--- src/rtl/rtcb_pkg.sv ---
package rtcb_pkg;

    localparam int REG_N  = 8;
    localparam int REG_IW = $clog2(REG_N);

    typedef enum logic [REG_IW-1:0] {
        RI_CENT  = 3'd0,
        RI_SEC   = 3'd1,
        RI_MIN   = 3'd2,
        RI_HOUR  = 3'd3,
        RI_DAY   = 3'd4,
        RI_DATE  = 3'd5,
        RI_MONTH = 3'd6,
        RI_YEAR  = 3'd7
    } reg_idx_e;

    typedef enum logic [0:0] {
        ST_IDLE  = 1'b0,
        ST_WLOCK = 1'b1
    } bus_st_e;

    localparam int BIT_WHOLD   = 7;
    localparam int BIT_RHOLD   = 6;
    localparam int BIT_OSCSTOP = 7;
    localparam int BIT_FTEST   = 6;
    localparam int BIT_BATT    = 7;

    // Bits of each register that belong to the running calendar
    function automatic logic [7:0] field_mask(input logic [REG_IW-1:0] idx);
        logic [7:0] m;
        case (idx)
            RI_CENT:  m = 8'h3F;
            RI_SEC:   m = 8'h7F;
            RI_MIN:   m = 8'h7F;
            RI_HOUR:  m = 8'h3F;
            RI_DAY:   m = 8'h07;
            RI_DATE:  m = 8'h3F;
            RI_MONTH: m = 8'h1F;
            default:  m = 8'hFF;
        endcase
        return m;
    endfunction

endpackage

--- src/rtl/rtcb_busfsm.sv ---
module rtcb_busfsm
    import rtcb_pkg::*;
(
    input  logic clk,
    input  logic rst_n,
    input  logic cs_n,
    input  logic we_n,
    output logic wr_fire
);

    bus_st_e st_q, st_nx;
    logic    wr_lvl;

    assign wr_lvl = !cs_n && !we_n;

    always_ff @(posedge clk or negedge rst_n) begin
        if (!rst_n) st_q <= ST_IDLE;
        else        st_q <= st_nx;
    end

    always_comb begin
        st_nx   = st_q;
        wr_fire = 1'b0;
        unique case (st_q)
            ST_IDLE: begin
                if (wr_lvl) begin
                    wr_fire = 1'b1;
                    st_nx   = ST_WLOCK;
                end
            end
            ST_WLOCK: begin
                if (!wr_lvl) st_nx = ST_IDLE;
            end
        endcase
    end

    AST_ONE_COMMIT: assert property (@(posedge clk) disable iff (!rst_n)
        ($past(rst_n) && $past(wr_lvl) && wr_lvl) |-> !wr_fire);

endmodule

--- src/rtl/rtcb_ram.sv ---
module rtcb_ram #(
    parameter int AW = 8,
    parameter int DW = 8
) (
    input  logic          clk,
    input  logic          we,
    input  logic [AW-1:0] addr,
    input  logic [DW-1:0] wdata,
    output logic [DW-1:0] rdata
);

    localparam int DEPTH = 1 << AW;

    logic [DW-1:0] mem_q [DEPTH];

    always_ff @(posedge clk) begin
        if (we) mem_q[addr] <= wdata;
    end

    assign rdata = mem_q[addr];

endmodule

--- src/rtl/rtcb_regfile.sv ---
module rtcb_regfile
    import rtcb_pkg::*;
(
    input  logic              clk,
    input  logic              rst_n,
    input  logic              wr_en,
    input  logic [REG_IW-1:0] widx,
    input  logic [7:0]        wdata,
    input  logic [REG_IW-1:0] ridx,
    output logic [7:0]        rdata,
    input  logic [8*REG_N-1:0] live_time,
    input  logic              tick512,
    input  logic              batt_ok,
    output logic              load_stb,
    output logic [8*REG_N-1:0] load_time,
    output logic              osc_run
);

    logic [8*REG_N-1:0] ureg_flat;
    logic [8*REG_N-1:0] load_nx;
    logic [7:0]         cent_q, sec_q, day_q, year_q;
    logic               hold, commit;

    assign cent_q = ureg_flat[8*RI_CENT +: 8];
    assign sec_q  = ureg_flat[8*RI_SEC  +: 8];
    assign day_q  = ureg_flat[8*RI_DAY  +: 8];
    assign year_q = ureg_flat[8*RI_YEAR +: 8];

    assign hold    = cent_q[BIT_WHOLD] || cent_q[BIT_RHOLD];
    assign osc_run = !sec_q[BIT_OSCSTOP];
    assign commit  = wr_en && (widx == RI_CENT) && cent_q[BIT_WHOLD] && !wdata[BIT_WHOLD];

    for (genvar gi = 0; gi < REG_N; gi++) begin : g_reg
        localparam logic [7:0] FM = field_mask(REG_IW'(gi));
        logic [7:0] q;

        always_ff @(posedge clk or negedge rst_n) begin
            if (!rst_n) begin
                q <= '0;
            end else if (wr_en && (widx == REG_IW'(gi))) begin
                q <= wdata;
            end else if (!hold) begin
                q <= (q & ~FM) | (live_time[8*gi +: 8] & FM);
            end
        end

        assign ureg_flat[8*gi +: 8] = q;
        assign load_nx[8*gi +: 8]   = ((gi == 0) ? wdata : q) & FM;
    end

    always_ff @(posedge clk or negedge rst_n) begin
        if (!rst_n) begin
            load_stb  <= 1'b0;
            load_time <= '0;
        end else begin
            load_stb <= commit;
            if (commit) load_time <= load_nx;
        end
    end

    always_comb begin
        rdata = ureg_flat[{ridx, 3'b000} +: 8];
        if (ridx == RI_DAY) rdata[BIT_BATT] = batt_ok;
        if ((ridx == RI_SEC) && day_q[BIT_FTEST] && !sec_q[BIT_OSCSTOP]) rdata[0] = tick512;
    end

    AST_LOAD_ON_RELEASE: assert property (@(posedge clk) disable iff (!rst_n)
        load_stb |-> ($past(cent_q[BIT_WHOLD]) && !cent_q[BIT_WHOLD]));

    AST_RHOLD_FREEZE: assert property (@(posedge clk) disable iff (!rst_n)
        (cent_q[BIT_RHOLD] && !wr_en) |=> $stable(year_q));

    AST_TRACK_LIVE: assert property (@(posedge clk) disable iff (!rst_n)
        (!hold && !wr_en) |=> (year_q == $past(live_time[8*RI_YEAR +: 8])));

endmodule

--- src/rtl/rtc_regbus.sv ---
module rtc_regbus
    import rtcb_pkg::*;
#(
    parameter int ADDR_W = 15,
    parameter int RAM_AW = 8
) (
    input  logic               clk,
    input  logic               rst_n,
    input  logic               cs_n,
    input  logic               oe_n,
    input  logic               we_n,
    input  logic [ADDR_W-1:0]  bus_addr,
    input  logic [7:0]         bus_wdata,
    output logic [7:0]         bus_rdata,
    output logic               bus_drive,
    input  logic [8*REG_N-1:0] live_time,
    input  logic               tick512,
    input  logic               batt_ok,
    output logic               load_stb,
    output logic [8*REG_N-1:0] load_time,
    output logic               osc_run
);

    localparam int WIN_HI = ADDR_W - 1;
    localparam int WIN_LO = REG_IW;

    logic              wr_fire, clk_sel, reg_we, ram_we;
    logic [7:0]        reg_rd, ram_rd;
    logic [REG_IW-1:0] ridx;

    assign clk_sel   = &bus_addr[WIN_HI:WIN_LO];
    assign ridx      = bus_addr[REG_IW-1:0];
    assign reg_we    = wr_fire && clk_sel;
    assign ram_we    = wr_fire && !clk_sel;
    assign bus_drive = !cs_n && !oe_n && we_n;
    assign bus_rdata = bus_drive ? (clk_sel ? reg_rd : ram_rd) : 8'h00;

    rtcb_busfsm u_fsm (
        .clk     (clk),
        .rst_n   (rst_n),
        .cs_n    (cs_n),
        .we_n    (we_n),
        .wr_fire (wr_fire)
    );

    rtcb_ram #(.AW(RAM_AW), .DW(8)) u_ram (
        .clk   (clk),
        .we    (ram_we),
        .addr  (bus_addr[RAM_AW-1:0]),
        .wdata (bus_wdata),
        .rdata (ram_rd)
    );

    rtcb_regfile u_regs (
        .clk       (clk),
        .rst_n     (rst_n),
        .wr_en     (reg_we),
        .widx      (ridx),
        .wdata     (bus_wdata),
        .ridx      (ridx),
        .rdata     (reg_rd),
        .live_time (live_time),
        .tick512   (tick512),
        .batt_ok   (batt_ok),
        .load_stb  (load_stb),
        .load_time (load_time),
        .osc_run   (osc_run)
    );

    AST_BATT_RO: assert property (@(posedge clk) disable iff (!rst_n)
        (bus_drive && clk_sel && (ridx == RI_DAY)) |-> (bus_rdata[BIT_BATT] == batt_ok));

    AST_RAM_SEPARATE: assert property (@(posedge clk) disable iff (!rst_n)
        (wr_fire && clk_sel) |-> !ram_we);

endmodule

--- config.mk ---
export PLATFORM = sky130hd
export DESIGN_NAME = rtc_regbus
export DESIGN_NICKNAME = d
export VERILOG_FILES = /design/src/rtl/rtcb_pkg.sv /design/src/rtl/rtcb_busfsm.sv /design/src/rtl/rtcb_ram.sv /design/src/rtl/rtcb_regfile.sv /design/src/rtl/rtc_regbus.sv
export SDC_FILE = /design/constraint.sdc
export NUM_CORES = 2
export LEC_CHECK = 0
export BUFFER_PORTS_ARGS = -buffer_cell sky130_fd_sc_hd__buf_2
export CAP_MARGIN = 20
export CELL_PAD_IN_SITES_DETAIL_PLACEMENT = 1
export CELL_PAD_IN_SITES_GLOBAL_PLACEMENT = 1
export CORE_MARGIN = 2
export CORE_UTILIZATION = 45
export CTS_CLUSTER_DIAMETER = 120
export DETAILED_ROUTE_END_ITERATION = 16
export HOLD_SLACK_MARGIN = 0.15
export PLACE_DENSITY = 0.69
export SYNTH_ARGS = -nofsm -noshare
export SYNTH_HDL_FRONTEND = slang
export SYNTH_SLANG_ARGS = --single-unit
--- constraint.sdc ---
create_clock -name clk -period 3.7 [get_ports clk]
set_input_delay 0.185 -clock clk [delete_from_list [all_inputs] [get_ports clk]]
set_output_delay 0.185 -clock clk [all_outputs]
set_load 0.02 [all_outputs]
Word level (Yosys, flattened, before mapping)
Memory sizes are Yosys's and may differ from the RTL's.
Index checks and enable logic that the tools add are counted.
{"block": "word_totals", "register_bits": 114, "ramBits": 2048, "input_bits": 94, "output_inout_bits": 75, "word_cells": 85, "mem_count": 1}
{"block": "op_classes", "n_eq_ne": 15, "shift": 1, "muxes": 24, "n_bitwise": 7, "n_reduce_logical": 26}
{"name": "u_ram.mem_q", "depth": 256, "width": 8, "rd": 1, "rd_clocked_by_memory_dff": 0, "wr": 1, "line_no": "rtcb_ram.sv:14", "rtl": "logic [DW-1:0] mem_q [DEPTH];"}
{"cell": "$mux W8", "n": 18}
{"cell": "$shiftx A64 B7 Y8", "n": 1}
{"cell": "$or A8 B6 Y8", "n": 3}
{"cell": "$logic_and A1 B1 Y1", "n": 17}
{"cell": "$ne A2 B2 Y1 const B", "n": 8}
{"cell": "$or A8 B7 Y8", "n": 2}
{"cell": "$eq A3 B3 Y1 const B", "n": 4}
{"cell": "$reduce_and A12 Y1", "n": 1}
{"cell": "$or A8 B3 Y8", "n": 1}
{"cell": "$or A8 B5 Y8", "n": 1}
{"cell": "$eq A3 B2 Y1 const B", "n": 2}
{"cell": "$logic_not A1 Y1", "n": 6}
{"cell": "$mux W1", "n": 6}
{"cell": "$eq A3 B1 Y1 const B", "n": 1}
{"cell": "$logic_not A3 Y1", "n": 1}
{"cell": "$logic_or A1 B1 Y1", "n": 1}

Longest topological paths before layout
{"block": "logic_depth", "ltp_word": 8, "ltp_mapped": 13, "ltp_nobuf": 7}

Cells and area by module
A second synthesis with hierarchy kept.
{"block": "unflattened", "hier_cells": 3982, "area_unflattened_um2": 83865.4}
{"mod": "rtcb_ram", "instances": 1, "cells_per_inst": 3539, "area_each_um2": 78332.6, "seq_area_each_um2": 61499.0}
{"mod": "rtcb_regfile", "instances": 1, "cells_per_inst": 407, "area_each_um2": 5277.6, "seq_area_each_um2": 2802.7}
{"mod": "rtc_regbus", "instances": 1, "cells_per_inst": 33, "area_each_um2": 216.5, "seq_area_each_um2": 0.0}
{"mod": "rtcb_busfsm", "instances": 1, "cells_per_inst": 3, "area_each_um2": 38.8, "seq_area_each_um2": 25.0}

Worst setup path after synthesis
Ideal clock, no wire load.
{"block": "synth_path", "path_kind": "in2reg", "from": "in bus_addr[0]", "to": "mem u_ram.mem_q[133][0], enable pin", "setup_ns": 0.370, "arrival_time_ns": 2.719, "required_ns": 3.330, "slack_ns": 0.611, "stages": 10, "path_buffers": 7, "cell_sequence": "buf_2 -> buf_4 -> buf_4 -> buf_2 -> buf_2 -> buf_2 -> nor2b_1 -> nand2_1 -> clkbuf_1 -> nor2_1"}
{"element": "start, declared", "line_no": "rtc_regbus.sv:12", "rtl": "input logic [ADDR_W-1:0] bus_addr,"}
{"element": "end, declared", "line_no": "rtcb_ram.sv:14"}
Straight into the memory's write port.

Worst setup path after layout
{"block": "layout_path", "from": "mem u_ram.mem_q[15][3]", "to": "out bus_rdata[3]"}
{"block": "layout_via", "elab_chain_cells": 3}
{"element": "$mem_v2 Z256 W8"}
{"element": "$mux W8 (2 in series)", "line_no": "rtc_regbus.sv:36", "rtl": "assign bus_rdata = bus_drive ? (clk_sel ? reg_rd : ram_rd) : 8'h00;"}
{"element": "end, declared", "line_no": "rtc_regbus.sv:14", "rtl": "output logic [7:0] bus_rdata,"}
Every way passes these cells.

==> impl_metrics.tcl <==
set metrics [dict create \
    io-pin-count 169 \
    synth-seq-cells 2161 \
    cp_top_family "multiplexers" \
    critPathArrivalTime_ns 3.59 \
    finalInstanceArea_um2 101100 \
    die_w_um 438.1 \
    yosysSeqAreaShare_pct 75.85 \
    combPwrFrac_pct 5.9 \
    netlist_area_um2 84800 \
    numCtsBuffers 212 \
    slowest_stage "mux4_2" \
    cap_violations 0 \
    fin_nets 5044 \
    crit_buf_inv 1 \
    cp-end-kind "output pin" \
    insertion_delay_ns 0.86 \
    core_area_um2 187600 \
    final_cell_mix "2048 x edfxtp_1, 537 x buf_4, 516 x mux4_2" \
    slew_headroom_pct 11.72 \
    layout-drive-gt1-share_pct 32.84 \
    synthFlopType "edfxtp_1" \
    setup_viol 2 \
    power.density_nw_per_um2 508.3 \
    yosys_warnings 0 \
    r2r_slack_ns 0.43 \
    crit_chain "mux4_2 > mux4_2 > o211ai_1 > o2111ai_4 > and3_4 > buf_6" \
    clock-sinks 2161 \
    via_count 45920 \
    finalHoldViolCount 0 \
    slowest_delay_ns 0.58 \
    postCtsSetupBuffers 0 \
    antenna_left 0 \
    power_leakage_nw 34.07 \
    cts-root-buf "clkbuf_16" \
    violations "negative setup slack" \
    synthTopCellsByArea "edfxtp_1 73%, mux4_2 14%, dfrtp_1 3.3%" \
    max_freq_ghz 0.2646 \
    placed_area_um2 92700 \
    initial_core_util_pct 45.20 \
    final_common_cell "edfxtp_1" \
    grt_pass1_vias 48090 \
    worst-setup-path-type "reg -> out" \
    finalCritPeriodShare_pct 102.1 \
    dp_slack_ns -0.6115 \
    synthArstFlopShare_pct 5.229 \
    synth_cell_types 58 \
    peakVddDrop_mv 0.4142 \
    wirelength_mm 244.5 \
    timing.final.ws_setup_ns -0.07943 \
    dpl.cell_count 7125 \
    instances_no_fill 7628 \
    clockPowerShare_pct 41.9 \
    switching_share_pct 21.71 \
    via_per_inst 6.020 \
    hold_path.class "in -> reg" \
    skew_ns 0.03549 \
    die_y_um 438.1 \
    power_w 0.05137 \
    outcome "finished, violations left" \
    power.internal_w 0.04021 \
    synth_edf_count 2048 \
    grt_pass1_wl_mm 352.6 \
    place.port_buffers 136 \
    tightest_slew_ns 1.324 \
    gr-total-overflow 0 \
    synth.avg_cell_area_um2 20.39 \
    switchingPower_w 0.01115 \
    dr.pass1.iters 6 \
    seqPwrFrac_pct 52.2 \
    fin_crit_ns 3.779 \
    dieArea_um2 191900 \
    cts_tree "yes" \
    synth_top_area_share_pct 72.52 \
    antenna_found_initial 8 \
    htreeDepth 4 \
    crit_path_max_fanout 1 \
    syn2layout_area_growth_pct 19.16 \
    rsz0062_at_grt "true" \
    cp_common_cell "mux4_2" \
    drv_slew 0 \
    rows 159 \
    grt_max_degree 133 \
    required_ns 3.51 \
    grt_usage_pct 25.54 \
    gp_congestion 0.8585 \
    drc_errors 0 \
    path_clk_slew_ns 0.06 \
    cts_max_path_buffers 3 \
    dp_hpwl_mm 157.9 \
    yosysTopAreaCell "edfxtp_1" \
    start_kind "register" \
    post_drt_wl_per_cell_um 32.05 \
    syn_inst 4160 \
    drtIter0Drc 5274 \
]
==> state kept, by name, indices dropped and copies added, names as in the netlist <==
name              flops
u_regs.load_time     48
u_regs.load_stb       1
u_regs.cent_q         8
u_fsm.st_q            1
u_ram.mem_q        2048
u_regs.day_q          7
u_regs.g.q           48
==> metrics by stage <==
step	TNS (ns)	hold slack, ns	util [%]
global placement	-2.062	0.3645	49.41
finish	-0.1062	0.2171	53.87
CTS	-0.09146	0.1549	53.83
global route	-0.1517	0.2340	53.86
detailed placement	-1.956	0.3746	49.41
floorplan	0	-0.1106	-
==> final timing paths <==
kind                                      start                    to  cells past startpoint
max                          u_ram.mem_q[15][3]          bus_rdata[3]                      6
min                               live_time[49]  u_regs.g_reg[6].q[1]                      4
max in group asynchronous                 rst_n  u_regs.g_reg[7].q[1]                      4
min reg2reg                u_regs.load_time[56]  u_regs.load_time[56]                      1
max reg2reg                          u_fsm.st_q   u_ram.mem_q[217][0]                      5
min in group asynchronous                 rst_n      u_regs.cent_q[7]                      4
==> Yosys cell counts, types with 11 or more instances <==
master and n:
nor3_1 13, a211oi_1 12, nand3_1 33, a31oi_1 20, mux4_2 516, a22oi_1 50, nand2_1 146, edfxtp_1 2048
a21oi_1 73, nor2_1 337, buf_4 37, dfrtp_1 113, o22ai_1 20, nor2b_1 11, mux2i_1 190, o21ai_0 60
mux2_2 81, buf_2 68, a221oi_1 22, nand4_1 12, o211ai_1 13, clkbuf_1 127, buf_1 42
==> layout make-up <==
cell class | instances | area, µm²
inverters | 7 | 28.78
flip-flops and latches | 2161 | 64330
fillers | 16580 | 86550
well taps | 2495 | 3122
repair buffers | 836 | 7036
clock buffers | 261 | 5589
diodes | 2 | 5.005
multi-input cells | 1732 | 19600
clock inverters | 134 | 1351
==> logic make-up after synthesis <==
kind of cell | count (synthesis) | synth area share, %
simple gates | 592 | 2.904
other cells | 1 | 0.004422
flops | 2161 | 75.85
compound gates | 328 | 2.575
mux | 796 | 17.14
buf+inv | 282 | 1.521
==> power by group through the flow <==
stage | Clock [W] | Combinational [W] | Sequential, W
finish | 0.0215 | 0.00301 | 0.0268
global route | 0.0227 | 0.00315 | 0.0268
CTS | 0.0218 | 0.00300 | 0.0268
detailed placement | 0 | 0.00286 | 0.0273
global placement | 0 | 0.00279 | 0.0273
floorplan | 0 | 0.00132 | 0.0273
==> layer usage <==
layer	global-route usage [%]	vias up	share of wire [%]
li1	-	18660	-
met1	35.42	24560	40
met2	41.28	2286	48
met3	4.064	409	7.8
met4	9.160	4	3.7
met5	0	-	0.012
==> timing repair <==
action,4_1_cts,5_1_grt
hold buffers,111,0
endpoints found under the hold margin,903,0
pin swaps,17,11
setup endpoints to repair,8,7
gates resized for setup,54,13
==> tightest hold or removal path, cell delays in order <==
cell and delay (ns):
dlygate4sd3_1 0.53, buf_2 0.11, mux2i_1 0.06, a21oi_1 0.14
No activity file was read; power rests on OpenSTA's default activity.
